==> src/rtl/vec_intc.sv <==
module vec_intc #(
  parameter int          DW        = 32,
  parameter int          SYNC_LEN  = 2,
  parameter logic [31:0] EDGE_MASK = 32'h0000_FFFF
) (
  input  logic          clk,
  input  logic          rst_n,
  input  logic [DW-1:0] irq_in,
  input  logic          bus_en,
  input  logic          bus_we,
  input  logic [4:0]    bus_addr,
  input  logic [DW-1:0] bus_wdata,
  output logic [DW-1:0] bus_rdata,
  output logic          irq_out
);

  localparam logic [2:0] W_STAT = 3'd0, W_PEND = 3'd1, W_EN  = 3'd2, W_ACK = 3'd3,
                         W_SET  = 3'd4, W_CLR  = 3'd5, W_VEC = 3'd6, W_MER = 3'd7;
  localparam logic [DW-1:0] EDGE_SEL = EDGE_MASK[DW-1:0];

  logic [DW-1:0] sync_chain [SYNC_LEN];
  logic [DW-1:0] sync_q, prev_q, status_q, enable_q, pending, vec_val, set_mask;
  logic [1:0]    mer_q;
  logic [2:0]    word;
  logic          wr;

  assign word = bus_addr[4:2];
  assign wr   = bus_en & bus_we;
  wire unused_addr_lsb = &{1'b0, bus_addr[1:0]};

  always_ff @(posedge clk or negedge rst_n)
    if (!rst_n) sync_chain[0] <= '0;
    else        sync_chain[0] <= irq_in;

  for (genvar s = 1; s < SYNC_LEN; s++) begin : g_sync
    always_ff @(posedge clk or negedge rst_n)
      if (!rst_n) sync_chain[s] <= '0;
      else        sync_chain[s] <= sync_chain[s-1];
  end

  assign sync_q   = sync_chain[SYNC_LEN-1];
  assign set_mask = (EDGE_SEL & sync_q & ~prev_q) | (~EDGE_SEL & sync_q);

  always_ff @(posedge clk or negedge rst_n)
    if (!rst_n) begin
      prev_q   <= '0;
      status_q <= '0;
    end else begin
      prev_q   <= sync_q;
      status_q <= (status_q & ~((wr && word == W_ACK) ? bus_wdata : '0)) | set_mask;
    end

  always_ff @(posedge clk or negedge rst_n)
    if (!rst_n) begin
      enable_q <= '0;
      mer_q    <= '0;
    end else if (wr) begin
      case (word)
        W_EN:    enable_q <= bus_wdata;
        W_SET:   enable_q <= enable_q | bus_wdata;
        W_CLR:   enable_q <= enable_q & ~bus_wdata;
        W_MER:   mer_q    <= bus_wdata[1:0];
        default: ;
      endcase
    end

  assign pending = status_q & enable_q;

  always_comb begin
    vec_val = '1;
    for (int i = DW - 1; i >= 0; i--)
      if (pending[i]) vec_val = DW'(i);
  end

  always_comb begin
    case (word)
      W_STAT:  bus_rdata = status_q;
      W_PEND:  bus_rdata = pending;
      W_EN:    bus_rdata = enable_q;
      W_VEC:   bus_rdata = vec_val;
      W_MER:   bus_rdata = {{(DW-2){1'b0}}, mer_q};
      default: bus_rdata = '0;
    endcase
  end

  assign irq_out = (&mer_q) & (|pending);

endmodule

==> config.mk <==
export PLATFORM = sky130hd
export DESIGN_NAME = vec_intc
export DESIGN_NICKNAME = d
export VERILOG_FILES = /design/src/rtl/vec_intc.sv
export SDC_FILE = /design/constraint.sdc
export NUM_CORES = 1
export LEC_CHECK = 0
export ABC_AREA = 1
export BUFFER_PORTS_ARGS = -buffer_cell sky130_fd_sc_hd__buf_2
export CORE_UTILIZATION = 40
export CTS_CLUSTER_SIZE = 10
export DETAILED_ROUTE_END_ITERATION = 12
export PLACE_DENSITY_LB_ADDON = 0.1
export SLEW_MARGIN = 20
export SYNTH_ARGS = -nofsm -noshare
export SYNTH_HDL_FRONTEND = slang
export SYNTH_SLANG_ARGS = --single-unit
export TNS_END_PERCENT = 20
==> constraint.sdc <==
create_clock -name clk -period 2.5 [get_ports clk]
set_clock_uncertainty 0.2 [all_clocks]
set_input_delay 0.25 -clock clk [delete_from_list [all_inputs] [get_ports clk]]
set_output_delay 0.25 -clock clk [all_outputs]
set_load 0.03 [all_outputs]
==> impl_results.md <==
* Root buf cell: clkbuf_16
* Commonest non-fill, non-tap cell in the layout: dfrtp_1
* Slowest cell on the critical path: dfrtp_1
* Most numerous cell on the critical path: nand2_1
* Placed Area at 0.00681 mm²
* Critical Path Max Stage Delay at 0.40 ns
* Clock sink total at approximately 150
* Synth Register Bits at 146
* Leakage at approximately 4.3 nW
* HP Class: flip-flop to flip-flop
* Synth-to-layout area growth at 49.0%
* First-pass iteration count of the detailed router at 7
* Largest delay share family, worst path: simple AND/OR/NAND/NOR gates
* # port buffers at 103
* Final Wtd Congestion at 0.854
* Latest clock arrival within the worst-skew pair at 0.43 ns
* Vias at 5208
* Clk buf depth at 2
* Layout cells sized above 1 at 0.308
* # DRC at 0
* Vias per cell at 4.99
* NumNets Final at 920
* Data arrival time of the critical path at 2.68 ns
* Num CTS Buffers at 17
* Synth area leader: dfrtp_1
* Max-cap violations at 0
* Largest family of logic cells by synthesized area: compound AO/OA/AOI/OAI gates
* Rel. slew slack at 0.452
* Initial core utilization at 0.408
* Failing checks: negative setup slack
* Total Power at 6.95 mW
* Largest net degree at the start of global routing at between 100 and 150
* # H-tree levels at 4
* Tot GR Track Use at 0.224
* CP Max Fanout at 2
* First-pass GRT wire length at 25.5 mm
* Status: complete, but fails checks
* WP data required at 2.05 ns
* F_max at 319 MHz
* Ranking of synthesized cells by area: dfrtp_1 62%, nand2_1 7.3%, inv_1 6.8%, o22ai_1 6.8%, a21oi_1 5.5%
* Critical path startpoint: status_q[30]
* Tmin final at 3.13 ns
* Design area at 0.00879 mm²
* Initial antenna violation count at 0
* Residual overflow from global routing at 0
* CTS tree: built
* 1st-iter DRT viols at approximately 250
* Final Hold Vio Count at 0
* Power per Cell Area at 790 mW/mm²
* Synth Area in Compound Gates at 0.174
* Post-Synth Simple-Gate Area at 0.123
* Row Count at 44
* Pins Over Slew Limit at 0
* VDD IR max at 0.000499 V
* WL/cell at roughly 15 µm
* Antenna Cells at 0
* CP Launch Type: flip-flop
* Mapped Nets at approximately 700
* Setup CP Type: flip-flop to output pin
* WP buf/inv at 2
* Tcrit/Tclk final at 1.25
* Worst-Margin Slew at 0.822 ns
* Commonest non-fill, non-tap cells in the layout: 146 x dfrtp_1, 107 x inv_1, 74 x nand2_1
* Die ar. at 0.0152 mm²
* Yosys warning count at 0
* Detailed placement HPWL at 9.43 mm
* Reg2reg start: status_q[6]
* Mux contribution to synthesized area at 0
* Setup ws final at -0.634 ns
* Post-Synthesis Cells at 629
* Die height at 123 µm
* Clk pin slew, worst setup/hold paths at 0.06 ns
* RSZ-0062 raised after global routing: yes
* Xor/xnor share of the synthesized area at 0
* Setup crit end kind: output pin
* Register area share after synthesis at 0.619
* DIE WIDTH at 123 µm
* Ports at roughly 110
* Synth Area in Adders at 0
* Post-DRT Antenna Nets at 0
* Top cell type's share of synthesized area at 0.619
* Core area at between 0.01 and 0.015 mm²
* Syn Area/Cell at about 9.4 µm²
* Vias in the first global route at 5239
* Synth cell types at 24
* Hold Crit Start: sync_chain[51]
* Final Setup Violations at 31
* WL final at 15.9 mm
* Syn Std Cell Area at roughly 0.0059 mm²
## path summary, 6_finish.rpt
check                               endpoint  slack, ns  cells after the start
max in group asynchronous        status_q[0]       1.17                      3
worst min-delay path              sync_q[19]       0.14                      0
worst min register to register    sync_q[19]       0.14                      0
worst max register to register   status_q[6]       1.43                      3
min in group asynchronous       enable_q[26]       0.27                      3
worst max-delay path            bus_rdata[0]      -0.63                     34
## flip-flops by register name, indices dropped and copies added, names as in the netlist
register,cells
enable_q,32
mer_q,2
prev_q,16
status_q,32
sync_chain,32
sync_q,32
## metrics by stage
step | hold slack [ns] | util | setup WS, ns | TNS (ns) | cells
final | 0.145 | 0.607 | -0.634 | -6.88 | 1043
after global routing | 0.150 | 0.607 | -0.991 | -10.83 | 1043
after global placement | 0.131 | 0.470 | -0.224 | -0.282 | 920
after CTS | 0.123 | 0.591 | -0.624 | -6.59 | 1028
after detailed placement | 0.135 | 0.470 | -0.224 | -0.730 | 920
after floorplan | -0.246 | - | 0.0711 | 0 | 629
## where the power goes
part	internal (mW)	switching, mW
logic	0.645	0.826
clock network	1.80	0.989
registers	2.57	0.122
total	5.01	1.94
## layout make-up
| class | count | area, µm² |
|---|---|---|
| Clock buffer | 19 | 443 |
| Clock inverter | 12 | 205 |
| Fill cell | 1238 | 5680 |
| Inverter | 109 | 409 |
| Multi-Input combinational cell | 351 | 1990 |
| Sequential cell | 146 | 3650 |
| Tap cell | 184 | 230 |
| Timing Repair Buffer | 222 | 1860 |
## synthesized netlist by cell type
cell / number
o211ai_1: 1
clkinv_1: 1
o21ai_0: 50
nand3_1: 2
nor3_1: 4
a31oi_1: 1
buf_1: 1
a221o_1: 2
nand2_4: 4
inv_1: 107
o21bai_1: 1
clkbuf_1: 22
nand2_1: 114
nand4_1: 2
a211oi_1: 1
a21oi_1: 65
o21ai_1: 1
o22ai_1: 64
inv_2: 1
nor4b_1: 1
nor2_1: 16
dfrtp_1: 146
nand3b_1: 1
nand2_2: 21
## per-layer routing
layer	up-vias	share of wire	wire (µm)	global-route usage
met2	174	0.48	7640	0.360
met1	2509	0.45	7090	0.278
li1	2492	-	-	-
met5	-	0	0	0
met4	0	0.022	353	0.105
met3	33	0.049	785	0.0655
## logic make-up after synthesis
| group | after synthesis |
|---|---|
| compound gates | 186 |
| buf+inv | 132 |
| simple gates | 165 |
| flops | 146 |
## timing repair
item / 4_1_cts / 5_1_grt
gates resized for setup: 108 / 29
hold buffers: 65 / 0
endpoints found under the hold margin: 239 / 0
gates cloned: 1 / 1
setup buffers: 11 / 14
setup endpoints to repair: 31 / 32
pin swaps: 7 / 25
(Power assumes the default switching activity.)
